### config.mk
export PLATFORM = sky130hd
export DESIGN_NAME = spi_acs_host
export DESIGN_NICKNAME = d
export VERILOG_FILES = /design/src/rtl/spi_acs_pkg.sv /design/src/rtl/spi_ce_gen.sv /design/src/rtl/spi_frame_shifter.sv /design/src/rtl/spi_acs_host.sv
export SDC_FILE = /design/constraint.sdc
export NUM_CORES = 1
export LEC_CHECK = 0
export CAP_MARGIN = 20
export CORE_ASPECT_RATIO = 1.2
export CORE_MARGIN = 4
export CORE_UTILIZATION = 30
export DETAILED_ROUTE_END_ITERATION = 16
export PLACE_DENSITY = 0.53
export SLEW_MARGIN = 20
export SYNTH_ARGS = -nofsm -noshare
export SYNTH_HDL_FRONTEND = slang
export SYNTH_HIERARCHICAL = 1
export SYNTH_SLANG_ARGS = --single-unit
export TNS_END_PERCENT = 20
### constraint.sdc
create_clock -name clk -period 9.55 [get_ports clk]
set_clock_uncertainty 0.05 [all_clocks]
set_input_delay 1.4325 -clock clk [delete_from_list [all_inputs] [get_ports clk]]
set_output_delay 1.4325 -clock clk [all_outputs]
set_load 0.01 [all_outputs]
### src/rtl/spi_acs_pkg.sv
package spi_acs_pkg;

    typedef enum logic [2:0] {
        ENG_IDLE,
        ENG_LEAD_IN,
        ENG_SHIFT,
        ENG_TAIL,
        ENG_REST
    } eng_state_e;

    typedef logic [1:0] quarter_t;

endpackage

### src/rtl/spi_ce_gen.sv
module spi_ce_gen #(
    parameter int DIV_W = 8
) (
    input  logic             clk,
    input  logic             rst_n,
    input  logic [DIV_W-1:0] div,
    output logic             ce
);

    logic [DIV_W-1:0] cnt_d, cnt_q;

    always_comb begin
        ce    = (cnt_q >= div);
        cnt_d = ce ? '0 : cnt_q + DIV_W'(1);
    end

    always_ff @(posedge clk or negedge rst_n) begin
        if (!rst_n) cnt_q <= '0;
        else        cnt_q <= cnt_d;
    end

endmodule

### src/rtl/spi_frame_shifter.sv
module spi_frame_shifter #(
    parameter int DATA_W = 32,
    localparam int LEN_W = $clog2(DATA_W + 1)
) (
    input  logic              clk,
    input  logic              rst_n,
    input  logic              load,
    input  logic [DATA_W-1:0] word_in,
    input  logic [LEN_W-1:0]  len,
    input  logic              advance,
    input  logic              capture,
    input  logic              miso,
    output logic              mosi,
    output logic [DATA_W-1:0] word_out
);

    localparam logic [LEN_W:0] FULL = (LEN_W + 1)'(DATA_W);

    typedef struct packed {
        logic [DATA_W-1:0] tx;
        logic [DATA_W-1:0] rx;
    } shreg_t;

    shreg_t sh_d, sh_q;
    logic [LEN_W:0] shamt;

    always_comb begin
        sh_d  = sh_q;
        shamt = FULL - {1'b0, len};
        if (load) begin
            // left-justify so the frame's top bit sits at the serial output
            sh_d.tx = word_in << shamt;
            sh_d.rx = '0;
        end else begin
            if (advance) sh_d.tx = {sh_q.tx[DATA_W-2:0], 1'b0};
            if (capture) sh_d.rx = {sh_q.rx[DATA_W-2:0], miso};
        end
    end

    always_ff @(posedge clk or negedge rst_n) begin
        if (!rst_n) sh_q <= '0;
        else        sh_q <= sh_d;
    end

    assign mosi     = sh_q.tx[DATA_W-1];
    assign word_out = sh_q.rx;

endmodule

### src/rtl/spi_acs_host.sv
module spi_acs_host
    import spi_acs_pkg::*;
#(
    parameter int DATA_W = 32,
    parameter int DIV_W  = 8,
    localparam int LEN_W = $clog2(DATA_W + 1)
) (
    input  logic              clk,
    input  logic              rst_n,
    input  logic [LEN_W-1:0]  cfg_len,
    input  logic              cfg_cpha,
    input  logic              cfg_cpol,
    input  logic [DIV_W-1:0]  cfg_div,
    input  logic              tx_valid,
    input  logic [DATA_W-1:0] tx_data,
    output logic              tx_pop,
    input  logic              rx_room,
    output logic              rx_push,
    output logic [DATA_W-1:0] rx_data,
    output logic              sck,
    output logic              mosi,
    input  logic              miso,
    output logic              cs_n
);

    typedef struct packed {
        logic             cpha;
        logic             cpol;
        logic [LEN_W-1:0] len;
        logic [DIV_W-1:0] div;
    } cfg_t;

    typedef struct packed {
        eng_state_e       st;
        quarter_t         ph;
        logic [LEN_W-1:0] left;
        logic             sck;
        logic             csn;
        cfg_t             cfg;
    } eng_t;

    function automatic logic [LEN_W-1:0] fit_len(input logic [LEN_W-1:0] raw);
        if (raw < LEN_W'(2))      return LEN_W'(2);
        if (raw > LEN_W'(DATA_W)) return LEN_W'(DATA_W);
        return raw;
    endfunction

    eng_t r_d, r_q;
    logic ce, can_go, load, advance, capture;
    logic sck_core;
    logic [LEN_W-1:0] len_live;

    spi_ce_gen #(.DIV_W(DIV_W)) i_ce_gen (
        .clk  (clk),
        .rst_n(rst_n),
        .div  (r_q.cfg.div),
        .ce   (ce)
    );

    spi_frame_shifter #(.DATA_W(DATA_W)) i_shifter (
        .clk     (clk),
        .rst_n   (rst_n),
        .load    (load),
        .word_in (tx_data),
        .len     (r_q.cfg.len),
        .advance (advance),
        .capture (capture),
        .miso    (miso),
        .mosi    (mosi),
        .word_out(rx_data)
    );

    always_comb begin
        r_d     = r_q;
        tx_pop  = 1'b0;
        rx_push = 1'b0;
        load    = 1'b0;
        advance = 1'b0;
        capture = 1'b0;
        can_go  = tx_valid && rx_room;

        case (r_q.st)
            ENG_IDLE: begin
                if (ce && can_go) begin
                    tx_pop   = 1'b1;
                    load     = 1'b1;
                    r_d.csn  = 1'b0;
                    r_d.left = r_q.cfg.len - LEN_W'(1);
                    r_d.ph   = 2'd0;
                    r_d.sck  = 1'b0;
                    r_d.st   = r_q.cfg.cpha ? ENG_LEAD_IN : ENG_SHIFT;
                end else begin
                    // settings follow the inputs only while deselected and idle
                    r_d.cfg.cpha = cfg_cpha;
                    r_d.cfg.cpol = cfg_cpol;
                    r_d.cfg.len  = fit_len(cfg_len);
                    r_d.cfg.div  = cfg_div;
                end
            end

            ENG_LEAD_IN: begin
                if (ce) begin
                    if (r_q.ph == 2'd0) begin
                        r_d.ph = 2'd1;
                    end else begin
                        r_d.ph  = 2'd0;
                        r_d.sck = 1'b1;
                        r_d.st  = ENG_SHIFT;
                    end
                end
            end

            ENG_SHIFT: begin
                if (ce) begin
                    case (r_q.ph)
                        2'd0: r_d.ph = 2'd1;
                        2'd1: begin
                            r_d.ph  = 2'd2;
                            r_d.sck = ~r_q.sck;
                            capture = 1'b1;
                        end
                        2'd2: r_d.ph = 2'd3;
                        default: begin
                            r_d.ph = 2'd0;
                            if (r_q.left != '0) begin
                                r_d.left = r_q.left - LEN_W'(1);
                                r_d.sck  = ~r_q.sck;
                                advance  = 1'b1;
                            end else begin
                                rx_push = 1'b1;
                                if (can_go) begin
                                    tx_pop   = 1'b1;
                                    load     = 1'b1;
                                    r_d.left = r_q.cfg.len - LEN_W'(1);
                                    r_d.sck  = ~r_q.sck;
                                end else if (r_q.cfg.cpha) begin
                                    r_d.csn = 1'b1;
                                    r_d.st  = ENG_REST;
                                end else begin
                                    r_d.sck = 1'b0;
                                    r_d.st  = ENG_TAIL;
                                end
                            end
                        end
                    endcase
                end
            end

            ENG_TAIL: begin
                if (ce) begin
                    if (r_q.ph == 2'd0) begin
                        r_d.ph = 2'd1;
                    end else begin
                        r_d.ph  = 2'd0;
                        r_d.csn = 1'b1;
                        r_d.st  = ENG_REST;
                    end
                end
            end

            default: begin
                if (ce) r_d.st = ENG_IDLE;
            end
        endcase
    end

    always_ff @(posedge clk or negedge rst_n) begin
        if (!rst_n) begin
            r_q     <= '0;
            r_q.st  <= ENG_IDLE;
            r_q.csn <= 1'b1;
        end else begin
            r_q <= r_d;
        end
    end

    assign sck_core = r_q.sck;
    assign len_live = r_q.cfg.len;
    assign sck      = r_q.sck ^ r_q.cfg.cpol;
    assign cs_n     = r_q.csn;

endmodule

==> results.txt, run 1 <==
number of design rule violations left after detail routing: 0
share of synthesized area spent on multiplexers: 23.2%
area fraction in and, or, nand and nor cells after synthesis: 13.3%
number of detailed-route iterations in the first pass: 5
number of nets still failing antenna checks after routing: 0
Die Wd: 152 microns
maximum number of buffers from clock root to sink: 2
number of enable flip-flop cells after synthesis: 0
hpwl dp: 12800 microns
FF+latch area: 2530 sq um
non-filler instance count after layout: 1088
total track usage: 13.0%
row count: 62
CTS root buffer: sky130_fd_sc_hd__clkbuf_16
setup repair after global routing missed its margin: no
final global-route overflow total: 0
path type of the worst min-delay path: flop to flop
leading post-synthesis cells by cell area: sky130_fd_sc_hd__dfrtp_1, sky130_fd_sc_hd__mux4_2, sky130_fd_sc_hd__mux2i_1
number of hold violations in the final report: 0
post-detailed-route via-to-cell ratio: 5.22
slack of the worst reg-to-reg path: 5.28 ns
most area-hungry cell type in the Yosys netlist: sky130_fd_sc_hd__dfrtp_1
number of antenna repair diodes: 0
Clock Sinks: 101
Relative slew margins: 41.5%
Die Area: 27400 sq um
maximum capacitance violations: 0
number of buffers added by the clock tree synthesis step: 9
post-synth top area share: 33.6%
count of fill cells added during filler insertion: 2509
prevailing post-synth register cell: sky130_fd_sc_hd__dfrtp_1
signal arrival time at the worst endpoint: 3.28 ns
wirelength, routed: 17900 microns
nets: 833
combined area of all synthesized cells: 7440 sq um
area taken by multi-input logic gates: 4260 sq um
Crit. End Element: primary output
final setup TNS: 0 ns
Die Y-Extent: 180 microns
I/O pin cnt: 90
time the final worst path needs with I/O delays and setup: 4.76 ns
largest fanout on the critical path: 6
initial standard-cell utilization of the core: 30.7%
routed vias: 5674
hold-fix buffers at CTS: 0
fraction of layout instances using a drive strength above 1: 15.2%
largest net degree at the start of global routing: 74
Achievable Freq: 0.210 GHz
Synthesis Warnings: 6
Iteration-0 DRC Markers: 289
share of the synthesized area in compound gates (AO/OA/AOI/OAI): 15.5%
wire length of the first global-routing pass: 29300 microns
vias in the first global route: 5575
synthesized instance count: 740
CTS H-Tree Depth: 3
number of placed instances, taps included: 1071
Routed wire per std cell: 16.4 microns
synthesized net count: 810
number of unique standard cell types used by synthesis: 79
count of buffers inserted at the top-level ports: 89
CTS tree: built
worst voltage drop across the vdd grid: 148 uV
initial antenna violation count: 0
Worst setup SP type: primary input
Finish-stage setup viols: 0
result of the run: finished, final reports clean
required time of the critical path: 8.07 ns
post-cts sizing count: 0
dominant combinational cell family by area after synthesis: multiplexers
asr flop ratio synth: 100%
portion of the clock cycle consumed by the worst path in the final layout: 49.9%
later-pin clock latency in the skew report: 0.34 ns
XOR/XNOR Fraction of Synth Area: 1.97%
post-CTS repair timing setup buffer count: 0
core region area: 24200 sq um
max-slew violations: 0
Final GP Congestion: 0.863
power per standard cell area: 369 nW/um^2
Crit Path Class: primary input to primary output
Clock transition at path regs: 0.07 ns
measured slew at the worst slew-check pin: 0.875 ns
area grow syn2layout: 16.0%
LEAKAGE: 3.30 nW
final hold slack: 0.443 ns
average instance area after synthesis: 10.1 sq um
sequential share of the synthesized area: 34.0%
flip-flop and latch count after synthesis: 101
share of synthesized cell area in full adder, half adder and majority cells: 2.86%
==> cells in the final DEF, fill, tap and decap left out, types with 7 or more instances in the layout <==
master / Yosys / routed
sky130_fd_sc_hd__nand3_1: 11 / 11
sky130_fd_sc_hd__o22ai_1: 16 / 16
sky130_fd_sc_hd__ha_1: 17 / 16
sky130_fd_sc_hd__o211ai_1: 7 / 7
sky130_fd_sc_hd__mux2i_1: 59 / 59
sky130_fd_sc_hd__a21oi_1: 26 / 26
sky130_fd_sc_hd__buf_4: 34 / 9
sky130_fd_sc_hd__dfrtp_1: 100 / 99
sky130_fd_sc_hd__o22a_1: 12 / 12
sky130_fd_sc_hd__mux2_2: 35 / 35
sky130_fd_sc_hd__o21a_1: 8 / 8
sky130_fd_sc_hd__xor2_1: 7 / 7
sky130_fd_sc_hd__mux4_2: 30 / 30
sky130_fd_sc_hd__o32a_1: 10 / 10
sky130_fd_sc_hd__clkbuf_16: 0 / 9
sky130_fd_sc_hd__nor3_1: 20 / 19
sky130_fd_sc_hd__nor2_1: 68 / 67
sky130_fd_sc_hd__nand2_1: 34 / 34
sky130_fd_sc_hd__o21ai_0: 22 / 22
sky130_fd_sc_hd__inv_1: 40 / 40
sky130_fd_sc_hd__nor2b_1: 13 / 13
sky130_fd_sc_hd__a211oi_1: 10 / 10
sky130_fd_sc_hd__clkdlybuf4s50_1: 0 / 88
sky130_fd_sc_hd__nand2b_1: 8 / 8
==> cells in the mapped netlist (6+ instances only) <==
cell	number
sky130_fd_sc_hd__xnor2_1	6
sky130_fd_sc_hd__o211ai_1	7
sky130_fd_sc_hd__inv_1	40
sky130_fd_sc_hd__nand3_1	11
sky130_fd_sc_hd__xor2_1	7
sky130_fd_sc_hd__mux2_2	35
sky130_fd_sc_hd__nor2b_1	13
sky130_fd_sc_hd__a21oi_1	26
sky130_fd_sc_hd__o21ai_0	22
sky130_fd_sc_hd__mux4_2	30
sky130_fd_sc_hd__nor3_1	20
sky130_fd_sc_hd__nand2_1	34
sky130_fd_sc_hd__nor2_1	68
sky130_fd_sc_hd__dfrtp_1	100
sky130_fd_sc_hd__ha_1	17
sky130_fd_sc_hd__o21a_1	8
sky130_fd_sc_hd__buf_2	18
sky130_fd_sc_hd__mux2_1	6
sky130_fd_sc_hd__o22ai_1	16
sky130_fd_sc_hd__buf_6	8
sky130_fd_sc_hd__mux2i_1	59
sky130_fd_sc_hd__buf_4	34
sky130_fd_sc_hd__nor3b_1	6
sky130_fd_sc_hd__clkbuf_1	19
sky130_fd_sc_hd__nand2b_1	8
sky130_fd_sc_hd__o32a_1	10
sky130_fd_sc_hd__a211oi_1	10
sky130_fd_sc_hd__buf_1	7
sky130_fd_sc_hd__o22a_1	12
==> final cells by class <==
cell class | count | share of cell area (%)
inverters | 41 | 1.78
multi-input cells | 512 | 49.4
clock buffers | 10 | 2.65
flip-flops and latches | 101 | 29.3
repair buffers | 98 | 11.2
clock inverters | 6 | 1.00
well taps | 320 | 4.64
==> layer usage <==
layer / share of wire (%) / track usage (%) / wire [microns]
met5: 0 / 0 / 0
met4: 1.6 / 3.63 / 280
met3: 4.3 / 1.86 / 763
met2: 47 / 21.1 / 8490
met1: 47 / 18.1 / 8360
==> path summary, 6_finish.rpt <==
| path | startpoint | cells past startpoint | end |
|---|---|---|---|
| max | tx_valid | 5 | tx_pop |
| min | i_shifter/sh_q[42] | 1 | i_shifter/sh_q[42] |
| max reg2reg | i_ce_gen/cnt_q[6] | 11 | i_shifter/sh_q[61] |
| min reg2reg | i_shifter/sh_q[42] | 1 | i_shifter/sh_q[42] |
| max in group asynchronous | rst_n | 2 | i_shifter/word_out[11] |
| min in group asynchronous | rst_n | 1 | i_shifter/word_out[25] |
==> stage by stage <==
| stage | cell area (sq um) | utilization, % | worst slack (ns) | power [mW] |
|---|---|---|---|---|
| after floorplan | 7440 | - | 5.48 | 2.36 |
| after global routing | 8630 | 35.6 | 4.61 | 3.45 |
| after CTS | 8600 | 35.5 | 4.79 | 3.21 |
| after global placement | 8290 | 34.2 | 4.56 | 2.80 |
| final | 8630 | 35.6 | 4.79 | 3.19 |
| after detailed placement | 8290 | 34.2 | 4.50 | 2.80 |
==> cells by family after synthesis <==
kind of cell	count (synthesis)
compound gates	157
xor+xnor	15
fa+ha+maj	17
buf+inv	127
flops	101
mux	130
simple gates	193
==> where the power goes <==
group / leakage [nW] / total (mW) / switching [mW] / internal (mW)
Combinational: 1.96 / 1.97 / 1.04 / 0.931
Sequential: 1.19 / 0.825 / 0.198 / 0.627
Clock: 0.153 / 0.394 / 0.164 / 0.230
==> state kept, by name, summed over array words and instances, names as in the netlist <==
| register | count |
|---|---|
| len_live | 6 |
| cs_n | 1 |
| i_ce_gen/cnt_q | 8 |
| r_q | 21 |
| sck_core | 1 |
| i_shifter/word_out | 32 |
| i_shifter/mosi | 1 |
| i_shifter/sh_q | 31 |
==> critical path, cell delays in order <==
cell and delay (ns):
sky130_fd_sc_hd__clkdlybuf4s50_1 0.47, sky130_fd_sc_hd__and2_1 0.24, sky130_fd_sc_hd__nand2_1 0.11, sky130_fd_sc_hd__a2111oi_2 0.39, sky130_fd_sc_hd__clkdlybuf4s50_1 0.63
Note: power is estimated with default switching activity, not from simulation.
==> run 2: changes to the inputs <==
==> constraint.sdc (replaced) <==
create_clock -name clk -period 4.8 [get_ports clk]
set_clock_uncertainty 0.05 [all_clocks]
set_input_delay 0.72 -clock clk [delete_from_list [all_inputs] [get_ports clk]]
set_output_delay 0.72 -clock clk [all_outputs]
set_load 0.01 [all_outputs]
==> run 2 against run 1 <==
  * Sequential power up 99%
  * Count of clock-buffer cells in the layout grew 3
  * Non-clock buffer count rose by 3
  * Global-route usage about the same
  * Cell area rose by 0.35%
  * Worst setup slack got worse by 3.6 ns
  * Total power up 99%
  * Critical path type is now flop to primary output
  * Critical endpoint unchanged
==> results.txt, run 2 (synthesized netlist as in run 1, its figures left out) <==
Relative slew margins: 37.8% (-3.8 points)
number of nets still failing antenna checks after routing: 0 (unchanged)
post-route worst setup slack: 1.21 ns (-3.57 ns)
area grow syn2layout: 16.4%
flip-flop count of the largest register, all copies and words added: 32 (unchanged)
portion of the clock cycle consumed by the worst path in the final layout: 74.7%
share of the core filled with cells in the final layout: 35.8% (+0.12 points)
maximum number of buffers from clock root to sink: 2 (unchanged)
switching share of total power: 43.3% (-0.62 points)
nets: 836 (+0.36%)
setup repair after global routing missed its margin: no
net switching power: 2.75 mW (+96%)
later-pin clock latency in the skew report: 0.35 ns (about the same)
Die Y-Extent: 180 microns (unchanged)
I/O pin cnt: 90 (unchanged)
Die Area: 27400 sq um (unchanged)
Final GP Congestion: 0.856 (-0.85%)
number of hold violations in the final report: 0 (unchanged)
Clock Sinks: 101 (unchanged)
most frequent cells in the layout: sky130_fd_sc_hd__dfrtp_1, sky130_fd_sc_hd__clkdlybuf4s50_1, sky130_fd_sc_hd__nor2_1, sky130_fd_sc_hd__mux2i_1, sky130_fd_sc_hd__inv_1
Crit. End Element: primary output
measured slew at the worst slew-check pin: 0.933 ns (+0.0584 ns)
LEAKAGE: 3.32 nW (+0.49%)
Achievable Freq: 0.279 GHz
final setup TNS: 0 ns (unchanged)
number of antenna repair diodes: 0 (unchanged)
count of buffers inserted at the top-level ports: 89 (unchanged)
leading cell type in the layout, fill and taps excluded: sky130_fd_sc_hd__dfrtp_1
wire length of the first global-routing pass: 29300 microns (about the same)
largest net degree at the start of global routing: 71 (-4.1%)
result of the run: finished, final reports clean
post-detailed-route via-to-cell ratio: 5.17 (-0.85%)
post-CTS repair timing setup buffer count: 0 (unchanged)
hpwl dp: 12900 microns (+0.61%)
signal arrival time at the worst endpoint: 2.82 ns (-0.46 ns)
vias in the first global route: 5515 (-1.1%)
fraction of layout instances using a drive strength above 1: 15.4% (+0.20 points)
Finish-stage setup viols: 0 (unchanged)
Iteration-0 DRC Markers: 280 (-3.1%)
CTS tree: built
initial standard-cell utilization of the core: 30.7% (unchanged)
required time of the critical path: 4.03 ns (-4.04 ns)
hold-fix buffers at CTS: 0 (unchanged)
path type of the worst min-delay path: flop to flop
maximum capacitance violations: 0 (unchanged)
Routed wire per std cell: 16.3 microns (-1.1%)
final global-route overflow total: 0 (unchanged)
Crit Path Class: flop to primary output
initial antenna violation count: 0 (unchanged)
post-cts sizing count: 0 (unchanged)
number of detailed-route iterations in the first pass: 6 (+1)
row count: 62 (unchanged)
total track usage: 13.1% (+0.035 points)
fraction of power consumed by sequential logic: 25.9% (about the same)
core region area: 24200 sq um (unchanged)
wirelength, routed: 17700 microns (-0.87%)
number of design rule violations left after detail routing: 0 (unchanged)
routed vias: 5641 (-0.58%)
Die Wd: 152 microns (unchanged)
CTS H-Tree Depth: 3 (unchanged)
max-slew violations: 0 (unchanged)
power share of the clock group: 12.6% (+0.2 points)
number of buffers added by the clock tree synthesis step: 9 (unchanged)
power per standard cell area: 733 nW/um^2 (+98%)
worst setup slack after placement: 1.23 ns (-3.27 ns)
largest fanout on the critical path: 17 (+11)
time the final worst path needs with I/O delays and setup: 3.59 ns
Clock transition at path regs: 0.07 ns (about the same)
CTS root buffer: sky130_fd_sc_hd__clkbuf_16
worst voltage drop across the vdd grid: 312 uV (+110%)
combinational share of power: 61.5% (-0.3 points)
internal power consumption: 3.60 mW (+100%)
Worst setup SP type: flop
==> run 2: worst paths after layout <==
kind / from / end / slack (ns) / cells past startpoint
min reg2reg: i_shifter/sh_q[42] / i_shifter/sh_q[42] / 0.44 / 1
max in group asynchronous: rst_n / i_shifter/word_out[2] / 3.30 / 2
min in group asynchronous: rst_n / i_shifter/word_out[27] / 0.45 / 1
min: i_shifter/sh_q[42] / i_shifter/sh_q[42] / 0.44 / 1
max: i_ce_gen/cnt_q[6] / tx_pop / 1.21 / 8
max reg2reg: i_ce_gen/cnt_q[6] / i_shifter/sh_q[59] / 1.32 / 12
==> run 2: critical path, cell delays in order, from the launching register on <==
cell                              delay, ns
sky130_fd_sc_hd__dfrtp_1               0.41
sky130_fd_sc_hd__ha_1                  0.30
sky130_fd_sc_hd__and3_1                0.19
sky130_fd_sc_hd__o211ai_1              0.11
sky130_fd_sc_hd__o21ai_2               0.12
sky130_fd_sc_hd__buf_4                 0.23
sky130_fd_sc_hd__nand2_1               0.11
sky130_fd_sc_hd__a2111oi_2             0.38
sky130_fd_sc_hd__clkdlybuf4s50_1       0.62
==> run 2: layout make-up <==
type                       instances  area, sq um
tap                              320          400
inverter                          41          154
clock buffer                      13          260
timing repair buffer             101          991
clock inverter                     3         67.6
sequential                       101         2530
fill                            2504        15500
multi-input combinational        512         4260
==> run 2: power by group through the flow <==
stage / clock network, mW / logic, mW / registers, mW
3_5_place_dp: 0 / 3.91 / 1.66
3_3_place_gp: 0 / 3.91 / 1.66
4_1_cts: 0.828 / 3.93 / 1.65
6_report: 0.800 / 3.90 / 1.64
5_1_grt: 0.867 / 4.28 / 1.72
2_1_floorplan: 0 / 3.22 / 1.49
==> run 2: through the flow <==
| stage | hold slack [ns] | instances | total power [mW] | instance area, sq um |
|---|---|---|---|---|
| after detailed placement | 0.430 | 1074 | 5.57 | 8310 |
| after global routing | 0.453 | 1091 | 6.86 | 8660 |
| after global placement | 0.424 | 1074 | 5.57 | 8310 |
| final | 0.443 | 1091 | 6.35 | 8660 |
| after floorplan | 0.374 | 740 | 4.70 | 7440 |
| after CTS | 0.445 | 1090 | 6.41 | 8640 |
==> run 2: per-layer routing <==
metal	track usage [%]	share of wire (%)
met1	18.2	47
met2	20.7	47
met3	1.86	3.8
met4	4.60	2.0
met5	0	0
